$ cat src/rtl/hreg_pkg.sv
package hreg_pkg;

    localparam int DW = 8;
    localparam int AW = 3;

    typedef enum logic [AW-1:0] {
        RA_DATA = 3'b000,
        RA_TGT  = 3'b001,
        RA_RSV2 = 3'b010,
        RA_RSV3 = 3'b011,
        RA_CMD  = 3'b100,
        RA_LEN  = 3'b101,
        RA_ACK  = 3'b110,
        RA_RSV7 = 3'b111
    } reg_addr_e;

    // command register bit positions (host-visible)
    localparam int CB_GO    = 7;
    localparam int CB_ABORT = 6;
    localparam int CB_FAST  = 3;
    localparam int CB_TXIE  = 1;
    localparam int CB_RXIE  = 0;
    localparam int ACK_BIT  = 0;

    typedef struct packed {
        logic busy;
        logic err;
        logic abort_ack;
        logic lost_arb;
        logic done;
    } eng_stat_t;

    typedef struct packed {
        logic fast;
        logic tx_ie;
        logic rx_ie;
    } cmd_cfg_t;

    typedef struct packed {
        logic [DW-2:0] addr;
        logic          rd;
    } target_t;

    typedef struct packed {
        logic          wr;
        logic          rd;
        reg_addr_e     addr;
        logic [DW-1:0] data;
    } host_op_t;

    function automatic logic [DW-1:0] pack_status(eng_stat_t s, logic tx_e, logic rx_f);
        return {s.busy, s.err, s.abort_ack, s.lost_arb, s.done, 1'b0, tx_e, rx_f};
    endfunction

endpackage

$ cat src/rtl/hreg_strobe.sv
module hreg_strobe
    import hreg_pkg::*;
#(
    parameter int STROBE_CYC = 3
) (
    input  logic          clk,
    input  logic          rst,
    input  logic          cs_n,
    input  logic          rd_wr,
    input  logic [AW-1:0] addr,
    input  logic [DW-1:0] wdata,
    output host_op_t      op
);
    localparam int CW = $clog2(STROBE_CYC + 1);
    localparam logic [CW-1:0] FIRE_AT = CW'(STROBE_CYC - 1);
    localparam logic [CW-1:0] SAT_AT  = CW'(STROBE_CYC);

    logic [CW-1:0] hold_q;
    logic          fire;

    // count edges of an unbroken select, saturating so a long hold fires once
    always_ff @(posedge clk) begin
        if (rst || cs_n) begin
            hold_q <= '0;
        end else if (hold_q != SAT_AT) begin
            hold_q <= hold_q + 1'b1;
        end
    end

    assign fire = !cs_n && (hold_q == FIRE_AT);

    always_comb begin
        op.wr   = fire && !rd_wr;
        op.rd   = fire && rd_wr;
        op.addr = reg_addr_e'(addr);
        op.data = wdata;
    end
endmodule

$ cat src/rtl/hreg_regs.sv
module hreg_regs
    import hreg_pkg::*;
(
    input  logic          clk,
    input  logic          rst,
    input  logic          wr_stb,
    input  reg_addr_e     wr_addr,
    input  logic [DW-1:0] wr_data,
    output target_t       tgt,
    output logic [DW-1:0] len,
    output logic [DW-1:0] tx_hold,
    output cmd_cfg_t      cfg,
    output logic          go_pulse,
    output logic          abort_pulse
);
    always_ff @(posedge clk) begin
        if (rst) begin
            tgt         <= '0;
            len         <= '0;
            tx_hold     <= '0;
            cfg         <= '0;
            go_pulse    <= 1'b0;
            abort_pulse <= 1'b0;
        end else begin
            go_pulse    <= 1'b0;
            abort_pulse <= 1'b0;
            if (wr_stb) begin
                case (wr_addr)
                    RA_DATA: tx_hold <= wr_data;
                    RA_TGT:  tgt     <= target_t'(wr_data);
                    RA_LEN:  len     <= wr_data;
                    RA_CMD: begin
                        cfg.fast    <= wr_data[CB_FAST];
                        cfg.tx_ie   <= wr_data[CB_TXIE];
                        cfg.rx_ie   <= wr_data[CB_RXIE];
                        go_pulse    <= wr_data[CB_GO];
                        abort_pulse <= wr_data[CB_ABORT];
                    end
                    default: ;
                endcase
            end
        end
    end
endmodule

$ cat src/rtl/hreg_flags.sv
module hreg_flags
    import hreg_pkg::*;
(
    input  logic          clk,
    input  logic          rst,
    input  logic          data_wr,
    input  logic          data_rd,
    input  logic          ack_wr,
    input  cmd_cfg_t      cfg,
    input  logic          tx_taken,
    input  logic          rx_valid,
    input  logic [DW-1:0] rx_byte,
    output logic          tx_empty,
    output logic          rx_full,
    output logic [DW-1:0] rx_hold,
    output logic          irq_pend
);
    logic raise;

    assign raise = (tx_taken && cfg.tx_ie) || (rx_valid && cfg.rx_ie);

    always_ff @(posedge clk) begin
        if (rst) begin
            tx_empty <= 1'b0;
            rx_full  <= 1'b0;
            rx_hold  <= '0;
            irq_pend <= 1'b0;
        end else begin
            // engine events take precedence over host clears
            if (tx_taken)     tx_empty <= 1'b1;
            else if (data_wr) tx_empty <= 1'b0;

            if (rx_valid) begin
                rx_full <= 1'b1;
                rx_hold <= rx_byte;
            end else if (data_rd) begin
                rx_full <= 1'b0;
            end

            if (raise)       irq_pend <= 1'b1;
            else if (ack_wr) irq_pend <= 1'b0;
        end
    end
endmodule

$ cat src/rtl/hreg_if.sv
module hreg_if
    import hreg_pkg::*;
#(
    parameter int STROBE_CYC = 3
) (
    input  logic          clk,
    input  logic          rst,
    input  logic          cs_n,
    input  logic [2:0]    addr,
    input  logic          rd_wr,
    input  logic [7:0]    wdata,
    output logic [7:0]    rdata,
    output logic          irq_n,
    input  logic          eng_busy,
    input  logic          eng_err,
    input  logic          eng_abort_ack,
    input  logic          eng_lost_arb,
    input  logic          eng_done,
    input  logic          eng_tx_taken,
    input  logic          eng_rx_valid,
    input  logic [7:0]    eng_rx_byte,
    output logic          start_pulse,
    output logic          abort_pulse,
    output logic          fast_mode,
    output logic [6:0]    tgt_addr,
    output logic          tgt_read,
    output logic [7:0]    xfer_len,
    output logic [7:0]    tx_byte
);
    host_op_t      host_op;
    target_t       tgt;
    cmd_cfg_t      cfg;
    eng_stat_t     stat;
    logic          tx_empty;
    logic          rx_full;
    logic [DW-1:0] rx_hold;
    logic          irq_pend;
    logic          data_wr;
    logic          data_rd;
    logic          ack_wr;

    hreg_strobe #(.STROBE_CYC(STROBE_CYC)) u_strobe (
        .clk   (clk),
        .rst   (rst),
        .cs_n  (cs_n),
        .rd_wr (rd_wr),
        .addr  (addr),
        .wdata (wdata),
        .op    (host_op)
    );

    hreg_regs u_regs (
        .clk         (clk),
        .rst         (rst),
        .wr_stb      (host_op.wr),
        .wr_addr     (host_op.addr),
        .wr_data     (host_op.data),
        .tgt         (tgt),
        .len         (xfer_len),
        .tx_hold     (tx_byte),
        .cfg         (cfg),
        .go_pulse    (start_pulse),
        .abort_pulse (abort_pulse)
    );

    assign data_wr = host_op.wr && (host_op.addr == RA_DATA);
    assign data_rd = host_op.rd && (host_op.addr == RA_DATA);
    assign ack_wr  = host_op.wr && (host_op.addr == RA_ACK) && host_op.data[ACK_BIT];

    hreg_flags u_flags (
        .clk      (clk),
        .rst      (rst),
        .data_wr  (data_wr),
        .data_rd  (data_rd),
        .ack_wr   (ack_wr),
        .cfg      (cfg),
        .tx_taken (eng_tx_taken),
        .rx_valid (eng_rx_valid),
        .rx_byte  (eng_rx_byte),
        .tx_empty (tx_empty),
        .rx_full  (rx_full),
        .rx_hold  (rx_hold),
        .irq_pend (irq_pend)
    );

    always_comb begin
        stat.busy      = eng_busy;
        stat.err       = eng_err;
        stat.abort_ack = eng_abort_ack;
        stat.lost_arb  = eng_lost_arb;
        stat.done      = eng_done;
    end

    always_comb begin
        rdata = '0;
        if (!cs_n && rd_wr) begin
            case (reg_addr_e'(addr))
                RA_DATA: rdata = rx_hold;
                RA_TGT:  rdata = tgt;
                RA_CMD:  rdata = pack_status(stat, tx_empty, rx_full);
                RA_LEN:  rdata = xfer_len;
                default: rdata = '0;
            endcase
        end
    end

    assign irq_n     = !irq_pend;
    assign fast_mode = cfg.fast;
    assign tgt_addr  = tgt.addr;
    assign tgt_read  = tgt.rd;
endmodule

$ cat config.mk
export PLATFORM = sky130hd
export DESIGN_NAME = hreg_if
export DESIGN_NICKNAME = d
export VERILOG_FILES = /design/src/rtl/hreg_pkg.sv /design/src/rtl/hreg_strobe.sv /design/src/rtl/hreg_regs.sv /design/src/rtl/hreg_flags.sv /design/src/rtl/hreg_if.sv
export SDC_FILE = /design/constraint.sdc
export NUM_CORES = 1
export LEC_CHECK = 0
export BUFFER_PORTS_ARGS = -buffer_cell sky130_fd_sc_hd__buf_2
export CAP_MARGIN = 20
export CELL_PAD_IN_SITES_DETAIL_PLACEMENT = 1
export CELL_PAD_IN_SITES_GLOBAL_PLACEMENT = 1
export CORE_ASPECT_RATIO = 0.9
export CORE_MARGIN = 4
export CORE_UTILIZATION = 25
export CTS_CLUSTER_SIZE = 40
export DETAILED_ROUTE_END_ITERATION = 8
export PLACE_DENSITY = 0.65
export SLEW_MARGIN = 15
export SYNTH_ARGS = -nofsm -noshare
export SYNTH_HDL_FRONTEND = slang
export SYNTH_SLANG_ARGS = --single-unit
$ cat constraint.sdc
create_clock -name clk -period 1.97 [get_ports clk]
set_clock_uncertainty 0.15 [all_clocks]
set_input_delay 0.394 -clock clk [delete_from_list [all_inputs] [get_ports clk]]
set_output_delay 0.394 -clock clk [all_outputs]
set_load 0.03 [all_outputs]
# ---- Word level (Yosys, flattened, before mapping)
# Index checks and enable logic that the tools add are counted.
dict set report word_totals {
  in_bits 30
  out_inout_bits 36
  regBits 42
}
dict set report classes {
  n_eq_ne 6
  muxes 8
  n_reduce_logical 24
  add_sub_neg 1
  bitwise 2
}
# op count
set op_table {}
lappend op_table {{$pmux 8 s4} 1}
lappend op_table {{$logic_and 1x1->1} 10}
lappend op_table {{$eq 3x3->1 const B} 3}
lappend op_table {{$mux 8} 1}
lappend op_table {{$reduce_and 2->1} 4}
lappend op_table {{$mux 1} 6}
lappend op_table {{$reduce_bool 2->1} 3}
lappend op_table {{$eq 3x1->1 const B} 1}
lappend op_table {{$logic_not 1->1} 3}
lappend op_table {{$logic_not 3->1} 1}
lappend op_table {{$reduce_or 3->1} 1}
lappend op_table {{$add 2x1->2 const B} 1}
lappend op_table {{$eq 2x2->1 const B} 1}
lappend op_table {{$logic_or 1x1->1} 2}
lappend op_table {{$ne 2x2->1 const B} 1}
lappend op_table {{$not 1->1} 2}

# ---- Longest topological paths before layout
# Gate-level depths: netlist (run 1).
dict set report logic_depth {
  ltp_word 7
  depth_mapped 6
}

# ---- By module
# From an unflattened synthesis (run 1), not the netlist that was laid out.
dict set report hier_totals {
  cells_unflattened 205
  area_unflattened_um2 2078.2
}
# mod instances area_each_um2 seq_area_each_um2 cells_per_inst
set modules_own_cells {}
lappend modules_own_cells {hreg_regs 1 1182.4 580.6 105}
lappend modules_own_cells {hreg_flags 1 395.4 220.2 38}
lappend modules_own_cells {hreg_if 1 296.5 0.0 39}
lappend modules_own_cells {hreg_strobe 1 203.9 40.0 23}

# ---- Least setup slack after synthesis (run 1)
# No wires, ideal clock.
dict set report synth_timing {
  path_type {input to output}
  start {input addr[1]}
  end {output rdata[3]}
  t_arrival_ns 1.798
  required_ns 1.426
  path_stages 4
  path_slack_ns -0.372
  path_cell_list {buf_2 -> or3b_1 -> buf_2 -> a211oi_1}
}
dict set report synth_between {
  elab_chain_cells 3
}
# item line_no
set synth_lines {}
lappend synth_lines {{start, declared} hreg_if.sv:9} ;# input logic [2:0] addr,
lappend synth_lines {{$eq 3x3->1, or another cell as far along} hreg_if.sv:97} ;# case (reg_addr_e'(addr))
lappend synth_lines {{$pmux 8 s4 (*)} hreg_if.sv:97}
lappend synth_lines {{$mux 8 (*)} hreg_if.sv:96} ;# if (!cs_n && rd_wr) begin
lappend synth_lines {{end, declared} hreg_if.sv:12} ;# output logic [7:0] rdata,
# Every way passes the cells marked *; elsewhere a longest branch is shown, timed or not.

# ---- Final worst setup path (run 1)
dict set report layout_timing {
  start {register, netlist name u_regs.tgt[1]}
  end {output rdata[1]}
}
dict set report layout_between {
  elab_chain_cells 2
}
# item line_no
set layout_lines {}
lappend layout_lines {{$pmux 8 s4} hreg_if.sv:97}
lappend layout_lines {{$mux 8} hreg_if.sv:96}
# No other way between the ends.

==> summary.txt, run 1 <==
STA
  – RSZ-0062 raised after global routing: yes
  – Setup ws final: -0.0790 ns
  – Final setup viols: 2
  – Worst slew margin: 72.9%
  – Peak Freq: 488 MHz
  – Minimum clock period: 2.05 ns
  – Final period utilization: 104%
  – Final Hold Fails: 0
  – Slew Limit Fails: 0
  – Tightest Pin Transition: 0.404 ns
  – Setup TNS: -0.115 ns
  – Min Hold Slack: 0.192 ns

Synth
  – Largest family of logic cells by synthesized area: simple AND/OR/NAND/NOR gates
  – Top cell type's share of synthesized area: 42.0%
  – Area fraction in compound gates after synthesis: 7.88%
  – Cell count after synthesis: 200
  – Post-Synth XOR/XNOR Area: 0.438%
  – Sequential fraction of the synthesis area: 42.0%
  – Most frequent cell after synthesis: dfxtp_1
  – Top post-synthesis cells by area: dfxtp_1 (42%), mux2i_1 (20%), nand2b_1 (11%), a211oi_1 (3.0%), nor2_1 (2.6%)
  – Syn Nets: 232
  – Mux cell area share after synthesis: 21.7%
  – Post-synth EDFFs: 0
  – Share of flip-flops with an asynchronous set or reset: 0%
  – Netlist Area Pre-Place: 2000 sq um
  – Syn Area/Cell: 10.0 sq um
  – Most used DFF post-synth: dfxtp_1
  – Synthesis Warnings: 0
  – Post-Synth Adder-Cell Area: 1.25%
  – Most common library cells after synthesis: dfxtp_1 (42), mux2i_1 (40), nand2b_1 (36)
  – Largest area contributor in the netlist: dfxtp_1
  – Simple-gate area share of the yosys netlist: 22.2%
  – Yosys reg bits: 42
  – Distinct cells, synth: 34

Min path
  – Hold Crit Class: in2reg

Floorplanning
  – Core Area: 7660 sq um
  – Die Y: 92.9 microns
  – I/O pin count: 66
  – Initial core utilization: 26.1%
  – Die area: 9500 sq um
  – Die Wd: 102 microns
  – Row count: 30

Power
  – Clk network pwr share: 39.5%
  – Reg power frac: 49.2%
  – Net Sw Frac: 22.9%
  – Internal: 0.00136 W
  – P_sw: 0.000405 W
  – Gate power share: 11.3%
  – Cell Pwr Density: 637 nW/um^2
  – P_leak: 1.31 nW
  – Maximum vdd drop: 0.206 mV

Global routing
  – Met2 Resource Use GR: 19.9%
  – Largest net degree at the start of global routing: 34
  – Initial antenna violation count: 0
  – GRT Overall Usage: 13.2%
  – Vias in the first global route: 1806
  – Met3 usage: 3.69%
  – GRT overflow: 0
  – First-pass GRT wire length: 9560 microns
  – Grt peak-use layer: met2
  – GRT met1 Usage: 18.1%

Setup path
  – Worst Setup End Kind: primary output
  – Setup crit start kind: flop
  – WP data required: 1.43 ns
  – CP max stage cell: dfxtp_2
  – Reg2Reg Setup Slack: 0.29 ns
  – Worst Path Max Fanout: 3
  – WS Path Type: reg2out
  – Arrival time worst endpoint: 1.50 ns
  – Critical-path cell list: mux2_2 -> a222oi_1 -> nor2_1 -> buf_4
  – CP peak stage delay: 0.35 ns

Clock tree
  – H-Tree Level Count: 2
  – Clock buffer depth: 2
  – CTS buffer count: 5
  – Clock transition at the registers of the reported paths: 0.08 ns
  – Clk_lat worst skew: 0.30 ns
  – CTS tree: done
  – Sink Count: 42
  – CTS root buf: clkbuf_8

Drt
  – Average vias per placed instance: 4.59
  – Initial DRC Count: 39
  – Drt drc: 0
  – Antenna Nets Post-Route: 0
  – Final WL: 6050 microns
  – DR vias: 1703
  – WL/cell: 16.3 microns
  – DR pass1 iterations: 4

Finish
  – Filler cells: 899
  – Antenna diodes: 0
  – Area Overhead vs Synth: 38.8%
  – Layout cells sized above 1: 41.8%
  – Nets: 307

Placed design
  – Estimated wirelength of the detail-placed design: 4560 microns
  – Gp weighted congestion: 0.742
  – PortBufs: 65

Job
  – Max cap viols: 0

Outcome
  – Failing checks: negative setup slack
  – Status: finished, violations left
[what timing repair did]
action | CTS | global route
setup buffers | 2 | 0
setup endpoints to repair | 8 | 8
hold buffers | 0 | 0
gates resized for setup | 15 | 18
pin swaps | 3 | 6
[final cells by class]
cell class              instances  area (sq um)  area share (%)
multi-input cells             139          1130            40.9
flip-flops and latches         42           852            30.7
repair buffers                 83           542            19.5
well taps                      96           120            4.33
clock buffers                   6          82.6            2.97
clock inverters                 1          30.0            1.08
inverters                       4          15.0           0.541
[final timing paths]
kind	from	to	cells past startpoint
setup / recovery	u_regs.tgt[1]$_SDFFE_PP0P_	rdata[1]	4
setup reg to reg	u_strobe.hold_q[0]$_SDFFE_PP0P_	u_regs.len[2]$_SDFFE_PP0P_	5
hold reg to reg	u_regs.tx_hold[5]$_SDFFE_PP0P_	u_regs.tx_hold[5]$_SDFFE_PP0P_	2
hold / removal	eng_rx_byte[4]	u_flags.rx_hold[4]$_SDFFE_PP0P_	3
[logic make-up (layout without fill, tap and decap cells)]
logic type,count (synthesis),count (layout)
buffers and inverters,19,94
adder cells (fa/ha/maj),2,2
AO/OA/AOI/OAI,21,21
AND/OR/NAND/NOR,72,72
multiplexers,43,43
flip-flops,42,42
XOR/XNOR,1,1
[critical path: cells and delay by family, from the launching register on]
kind,cells,cell delay (ns)
flip-flops,1,0.35
AND/OR/NAND/NOR,1,0.07
multiplexers,1,0.26
AO/OA/AOI/OAI,1,0.35
buffers and inverters,1,0.17
[routing by layer]
layer | part of all wire (%) | vias to the layer above
li1 | - | 841
met1 | 47 | 811
met2 | 46 | 44
met3 | 6.4 | 7
met4 | 1.2 | 0
met5 | 0 | -
[stage by stage]
step	cells	setup slack (ns)	cell area, sq um	total power (W)	utilization, %
after global placement	362	-0.130	2540	0.00107	33.2
final	371	-0.0790	2780	0.00177	36.3
after CTS	371	-0.0840	2710	0.00180	35.4
after detailed placement	362	-0.164	2540	0.00108	33.2
after floorplan	200	-0.0969	2020	0.000998	-
after global routing	371	-0.253	2780	0.00186	36.3
[registers in the layout, indices dropped and copies added, names as in the netlist, 2 cells and up]
name,count
u_regs.cfg,3
u_strobe.hold_q,2
u_regs.tx_hold,8
u_regs.tgt,8
u_regs.len,8
u_flags.rx_hold,8
[placed cells by master (no fill, tap or decap), types with 2 or more instances in the layout]
| cell | netlist | final |
|---|---|---|
| buf_2 | 6 | 53 |
| mux2i_1 | 40 | 38 |
| dfxtp_1 | 42 | 37 |
| nand2b_1 | 36 | 36 |
| buf_4 | 3 | 19 |
| nor2_1 | 14 | 14 |
| buf_6 | 0 | 7 |
| clkbuf_8 | 0 | 6 |
| inv_1 | 4 | 4 |
| a211oi_1 | 8 | 4 |
| nor3b_1 | 6 | 4 |
| a21oi_1 | 4 | 3 |
| nor3b_2 | 1 | 3 |
| a211oi_2 | 0 | 3 |
| dfxtp_2 | 0 | 3 |
| nand2_1 | 2 | 2 |
| mux2i_2 | 0 | 2 |
| mux2_2 | 3 | 2 |
| nor2b_1 | 2 | 2 |
| a222oi_1 | 2 | 2 |
| nor3_1 | 3 | 2 |
| ha_1 | 2 | 2 |
| clkbuf_4 | 0 | 2 |
| buf_12 | 0 | 2 |
| dfxtp_4 | 0 | 2 |
[power groups by stage]
stage               Clock, W  Combinational [W]  Sequential, W
floorplan                  0           0.000107       0.000891
global placement           0           0.000182       0.000893
detailed placement         0           0.000187       0.000893
CTS                 0.000734           0.000193       0.000871
global route        0.000763           0.000220       0.000873
finish              0.000699           0.000200       0.000871
No activity file was read; power rests on OpenSTA's default activity.
==> inputs of run 2 (changes only) <==
--- a/config.mk
+++ b/config.mk
@@ -5,16 +5,17 @@
 export SDC_FILE = /design/constraint.sdc
 export NUM_CORES = 1
 export LEC_CHECK = 0
-export BUFFER_PORTS_ARGS = -buffer_cell sky130_fd_sc_hd__buf_2
 export CAP_MARGIN = 20
 export CELL_PAD_IN_SITES_DETAIL_PLACEMENT = 1
 export CELL_PAD_IN_SITES_GLOBAL_PLACEMENT = 1
 export CORE_ASPECT_RATIO = 0.9
 export CORE_MARGIN = 4
 export CORE_UTILIZATION = 25
+export CTS_BUF_LIST = sky130_fd_sc_hd__clkbuf_4
 export CTS_CLUSTER_SIZE = 40
 export DETAILED_ROUTE_END_ITERATION = 8
-export PLACE_DENSITY = 0.65
+export DONT_BUFFER_PORTS = 1
+export PLACE_DENSITY = 0.55
 export SLEW_MARGIN = 15
 export SYNTH_ARGS = -nofsm -noshare
 export SYNTH_HDL_FRONTEND = slang
==> summary.txt, run 2 (synthesis gave the netlist of run 1 again) <==
Floorplanning
  – I/O pin count: 66 (unchanged)
  – Core Area: 7660 sq um (unchanged)
  – Die Wd: 102 microns (unchanged)
  – Row count: 30 (unchanged)
  – Initial core utilization: 26.1% (unchanged)
  – Die area: 9500 sq um (unchanged)
  – Die Y: 92.9 microns (unchanged)

Clock tree
  – CTS buffer count: 5 (unchanged)
  – CTS tree: done
  – Setup bufs post-CTS: 0 (-2)
  – Sink Count: 42 (unchanged)
  – CTS root buf: clkbuf_4
  – H-Tree Level Count: 2 (unchanged)
  – Clk_lat worst skew: 0.36 ns (+0.06 ns)
  – Clock transition at the registers of the reported paths: 0.13 ns (+0.05 ns)
  – Clock buffer depth: 2 (unchanged)

Global routing
  – First-pass GRT wire length: 9060 microns (-5.2%)
  – GRT overflow: 0 (unchanged)
  – Vias in the first global route: 1567 (-13%)
  – Largest net degree at the start of global routing: 39 (+15%)
  – Initial antenna violation count: 0 (unchanged)
  – GRT Overall Usage: 12.7% (-0.51 points)

Placed design
  – Cell count after placement: 305 (-16%)
  – Estimated wirelength of the detail-placed design: 4100 microns (-10%)
  – Dpl ws: 0.0294 ns (+0.193 ns)
  – PortBufs: 0 (-100%)
  – Gp weighted congestion: 0.738 (-0.58%)
  – Placed Instance Area: 2250 sq um (-11%)

Setup path
  – Worst Setup End Kind: primary output
  – Arrival time worst endpoint: 1.51 ns (about the same)
  – Setup crit start kind: flop
  – Worst Path Max Fanout: 2 (-1)
  – WS Path Type: reg2out
  – R2r worst-path depth: 5 (unchanged)
  – WP data required: 1.43 ns (about the same)

STA
  – Final setup viols: 2 (unchanged)
  – Setup ws final: -0.0846 ns (-0.00565 ns)
  – Final period utilization: 104% (+0.29 points)
  – Final Hold Fails: 0 (unchanged)
  – RSZ-0062 raised after global routing: yes
  – Slew Limit Fails: 0 (unchanged)
  – Peak Freq: 487 MHz (-0.28%)
  – Minimum clock period: 2.05 ns (+0.00565 ns)
  – Worst slew margin: 52.8% (-20 points)
  – Tightest Pin Transition: 0.705 ns (+0.302 ns)

Finish
  – Area Overhead vs Synth: 23.8%
  – Antenna diodes: 0 (unchanged)
  – Nets: 253 (-18%)
  – Layout cells sized above 1: 29.3% (-13 points)
  – Final Core Density: 32.4% (-3.9 points)
  – Most frequent cells in the layout: mux2i_1 (39), nand2b_1 (36), dfxtp_1 (33)
  – Commonest non-fill, non-tap cell in the layout: mux2i_1
  – Finished Layout Cells: 318 (-14%)
  – Final instance area: 2480 sq um (-11%)

Min path
  – Hold Crit Class: in2reg
  – WHS Path Cells: 2 (-1)

Power
  – Cell Pwr Density: 638 nW/um^2 (about the same)
  – P_leak: 1.05 nW (-20%)
  – Maximum vdd drop: 0.251 mV (+22%)
  – Design Power: 0.00158 W (-11%)

Drt
  – Average vias per placed instance: 4.72 (+2.8%)
  – WL/cell: 18.2 microns (+11%)
  – Initial DRC Count: 36 (-7.7%)
  – DR pass1 iterations: 4 (unchanged)
  – Final WL: 5780 microns (-4.5%)
  – Antenna Nets Post-Route: 0 (unchanged)
  – Drt drc: 0 (unchanged)
  – DR vias: 1501 (-12%)

Outcome
  – Status: finished, violations left
  – Failing checks: negative setup slack

Job
  – Max cap viols: 0 (unchanged)
==> run 2: cell types whose count changed in the layout (fill, tap and decap cells not counted), moves of 6 or more <==
cell,before,now
buf_2,53,0
buf_6,7,0
clkbuf_8,6,0
dfxtp_2,3,9
==> run 2: critical path, cell delays in order (launching register included) <==
cell,delay (ns)
dfxtp_2,0.35
mux2_4,0.27
a222oi_1,0.29
nor2_1,0.08
buf_4,0.17
==> run 2: report_power, final <==
group / leakage, nW / internal, W / switching (W) / total (W)
clock: 0.0419 / 0.000282 / 0.000309 / 0.000591
sequential: 0.345 / 0.000866 / 0.00000961 / 0.000875
combinational: 0.666 / 0.0000633 / 0.0000504 / 0.000114
total: 1.05 / 0.00121 / 0.000369 / 0.00158
==> run 2: cell type report <==
| cell class | count | area (sq um) |
|---|---|---|
| clock buffers | 6 | 45.0 |
| clock inverters | 2 | 37.5 |
| fillers | 889 | 5180 |
| inverters | 4 | 15.0 |
| multi-input cells | 139 | 1180 |
| flip-flops and latches | 42 | 852 |
| well taps | 96 | 120 |
| repair buffers | 29 | 230 |
==> run 2: path summary, 6_finish.rpt <==
check | from | to | slack, ns
worst max-delay path | u_regs.tgt[1]$_SDFFE_PP0P_ | rdata[1] | -0.08
worst min-delay path | eng_tx_taken | u_flags.tx_empty$_SDFFE_PP0P_ | 0.02
worst max register to register | u_strobe.hold_q[0]$_SDFFE_PP0P_ | u_regs.len[4]$_SDFFE_PP0P_ | 0.18
worst min register to register | u_flags.rx_full$_SDFFE_PP0P_ | u_flags.rx_full$_SDFFE_PP0P_ | 0.33
==> run 2: metrics by stage <==
stage          hold slack (ns)  TNS [ns]
2_1_floorplan            0.292    -0.622
3_3_place_gp             0.297         0
3_5_place_dp             0.309         0
4_1_cts                 0.0173    -0.246
5_1_grt                 0.0109    -0.401
6_report                0.0239    -0.157
==> run 2: per-layer routing <==
metal | GRT usage, % | up-vias | wire, microns
met5 | 0 | - | 0
met4 | 3.28 | 0 | 66
met3 | 5.12 | 8 | 522
met2 | 18.0 | 45 | 2510
met1 | 17.7 | 718 | 2670
li1 | - | 730 | -
==> run 2: timing repair <==
item                                    CTS  global route
pin swaps                                 1             2
gates resized for setup                   7            19
hold buffers                              5             0
endpoints found under the setup margin    6             8
endpoints found under the hold margin    14             0
==> inputs of run 3 (changes only) <==
--- a/config.mk
+++ b/config.mk
@@ -5,6 +5,7 @@
 export SDC_FILE = /design/constraint.sdc
 export NUM_CORES = 1
 export LEC_CHECK = 0
+export BUFFER_PORTS_ARGS = -buffer_cell sky130_fd_sc_hd__buf_2
 export CAP_MARGIN = 20
 export CELL_PAD_IN_SITES_DETAIL_PLACEMENT = 1
 export CELL_PAD_IN_SITES_GLOBAL_PLACEMENT = 1
@@ -14,8 +15,7 @@
 export CTS_BUF_LIST = sky130_fd_sc_hd__clkbuf_4
 export CTS_CLUSTER_SIZE = 40
 export DETAILED_ROUTE_END_ITERATION = 8
-export DONT_BUFFER_PORTS = 1
-export PLACE_DENSITY = 0.55
+export PLACE_DENSITY = 0.54
 export SLEW_MARGIN = 15
 export SYNTH_ARGS = -nofsm -noshare
 export SYNTH_HDL_FRONTEND = slang
==> summary.txt, run 3 (synthesis gave the netlist of run 1 again) <==
Power
  – Cell Pwr Density: 599 nW/um^2 (-6.1%)
  – P_sw: 0.000419 W (+14%)
  – Net Sw Frac: 25.1% (+1.7 points)
  – Maximum vdd drop: 0.246 mV (-1.8%)
  – Internal: 0.00125 W (+3.3%)
  – Reg power frac: 52.4% (-3.0 points)
  – Gate power share: 12.5% (+5.3 points)
  – P_leak: 1.33 nW (+26%)
  – Clk network pwr share: 35.1% (-2.3 points)

STA
  – Final setup viols: 2 (unchanged)
  – RSZ-0062 raised after global routing: yes
  – Worst slew margin: 76.6% (+24 points)
  – Final period utilization: 107% (+2.3 points)
  – Setup ws final: -0.130 ns (-0.0456 ns)
  – Final Hold Fails: 0 (unchanged)
  – Minimum clock period: 2.10 ns (+0.0456 ns)
  – Peak Freq: 476 MHz (-2.2%)
  – Tightest Pin Transition: 0.351 ns (-0.355 ns)
  – Slew Limit Fails: 0 (unchanged)

Finish
  – Area Overhead vs Synth: 39.3%
  – Filler cells: 913 (+2.7%)
  – Most frequent cells in the layout: buf_2 (55), mux2i_1 (39), nand2b_1 (36)
  – Nets: 309 (+22%)
  – Commonest non-fill, non-tap cell in the layout: buf_2
  – Final Core Density: 36.4% (+4.0 points)
  – Layout cells sized above 1: 46.8% (+17 points)
  – Antenna diodes: 0 (unchanged)

Drt
  – Average vias per placed instance: 4.49 (-4.8%)
  – DR vias: 1680 (+12%)
  – Routed met3 length: 308 microns (-41%)
  – WL/cell: 15.4 microns (-15%)
  – Antenna Nets Post-Route: 0 (unchanged)
  – WL met1: 2860 microns (+6.8%)
  – Wire length on met2: 2550 microns (+1.4%)
  – Drt drc: 0 (unchanged)
  – Initial DRC Count: 46 (+28%)
  – Final WL: 5770 microns (about the same)
  – Top sig layer: met4
  – DR pass1 iterations: 4 (unchanged)

Setup path
  – WS Path Type: reg2out
  – WP data required: 1.43 ns (about the same)
  – Critical-path cell list: mux2_4 -> a222oi_1 -> nor2_1 -> buf_4
  – Arrival time worst endpoint: 1.56 ns (+0.05 ns)
  – Worst Path Max Fanout: 3 (+1)
  – WP buf/inv: 1 (unchanged)
  – CP peak stage delay: 0.36 ns (about the same)
  – CP max stage cell: dfxtp_2
  – Delay-heaviest family, CP: flip-flops
  – Setup crit start kind: flop
  – Worst Setup End Kind: primary output

Placed design
  – Gp weighted congestion: 0.704 (-4.5%)
  – Estimated wirelength of the detail-placed design: 4360 microns (+6.2%)
  – Dpl ws: -0.117 ns (-0.146 ns)
  – PortBufs: 65 (+65)

Job
  – Max cap viols: 0 (unchanged)

Clock tree
  – Clk_lat worst skew: 0.36 ns (about the same)
  – Clock transition at the registers of the reported paths: 0.13 ns (about the same)
  – H-Tree Level Count: 2 (unchanged)
  – Sink Count: 42 (unchanged)
  – CTS tree: done
  – Clock buffer depth: 2 (unchanged)
  – CTS root buf: clkbuf_4
  – CTS buffer count: 5 (unchanged)

Floorplanning
  – Die Wd: 102 microns (unchanged)
  – Core Area: 7660 sq um (unchanged)
  – Row count: 30 (unchanged)
  – Initial core utilization: 26.1% (unchanged)
  – Die area: 9500 sq um (unchanged)
  – I/O pin count: 66 (unchanged)
  – Die Y: 92.9 microns (unchanged)

Global routing
  – Largest net degree at the start of global routing: 41 (+5.1%)
  – GRT overflow: 0 (unchanged)
  – GRT Overall Usage: 12.6% (-0.068 points)
  – Initial antenna violation count: 0 (unchanged)
  – First-pass GRT wire length: 9220 microns (+1.8%)
  – Vias in the first global route: 1703 (+8.7%)

Outcome
  – Status: finished, violations left
  – Failing checks: negative setup slack

Min path
  – Hold Crit Class: in2reg
-- run 3: changes by cell type in the layout (fill, tap and decap cells not counted), moves of 2 or more --
cell,previous run,this run
dfxtp_2,9,12
buf_6,0,2
buf_2,0,55
buf_4,24,26
buf_12,0,2
dfxtp_1,33,30
dlygate4sd3_1,5,0
-- run 3: worst paths after layout --
check / startpoint / to / slack, ns / depth (start not counted)
max reg2reg: u_strobe.hold_q[0]$_SDFFE_PP0P_ / u_regs.len[7]$_SDFFE_PP0P_ / 0.25 / 5
min: eng_rx_byte[3] / u_flags.rx_hold[3]$_SDFFE_PP0P_ / 0.12 / 3
min reg2reg: u_regs.tx_hold[4]$_SDFFE_PP0P_ / u_regs.tx_hold[4]$_SDFFE_PP0P_ / 0.33 / 2
max: u_regs.tgt[1]$_SDFFE_PP0P_ / rdata[1] / -0.13 / 4
-- run 3: layer usage --
metal  up-vias  global-route usage (%)
met5         -                       0
met4         0                    3.28
met3         7                    3.31
met2        45                    18.9
met1       777                    17.9
li1        851                       -
-- run 3: worst reg2reg max path: cells and delay by family (launching register included) --
kind | cells | cell delay, ns
buffers and inverters | 1 | 0.06
flip-flops | 1 | 0.36
AND/OR/NAND/NOR | 2 | 0.65
adder cells (fa/ha/maj) | 1 | 0.19
multiplexers | 1 | 0.25
-- run 3: layout make-up --
class                           instances  area, sq um  share of cell area, %
Tap cell                               96          120                   4.31
Timing Repair Buffer                   85          533                   19.1
Multi-Input combinational cell        139         1180                   42.3
Inverter                                4         15.0                  0.539
Clock buffer                            6         45.0                   1.62
Sequential cell                        42          856                   30.7
Clock inverter                          2         37.5                   1.35
-- run 3: what timing repair did --
action                                  in CTS  in global routing
buffers inserted                             5                  2
pin swaps                                    2                  7
hold buffers                                 0                  0
endpoints found under the setup margin       8                  8
gates resized for setup                     20                 23
-- run 3: power groups by stage --
stage	logic [W]	registers [W]	clock network, W
after floorplan	0.000107	0.000891	0
after global placement	0.000186	0.000893	0
after detailed placement	0.000188	0.000893	0
after CTS	0.000201	0.000874	0.000612
after global routing	0.000228	0.000878	0.000652
final	0.000208	0.000875	0.000586
-- run 3: metrics by stage --
| step | cells | area (sq um) | power, W | hold WS, ns | TNS [ns] |
|---|---|---|---|---|---|
| CTS | 372 | 2700 | 0.00169 | 0.105 | -0.310 |
| finish | 374 | 2790 | 0.00167 | 0.116 | -0.246 |
| global placement | 359 | 2520 | 0.00108 | 0.313 | -0.330 |
| floorplan | 200 | 2020 | 0.000998 | 0.292 | -0.622 |
| global route | 374 | 2790 | 0.00176 | 0.109 | -0.525 |
| detailed placement | 359 | 2520 | 0.00108 | 0.308 | -0.544 |
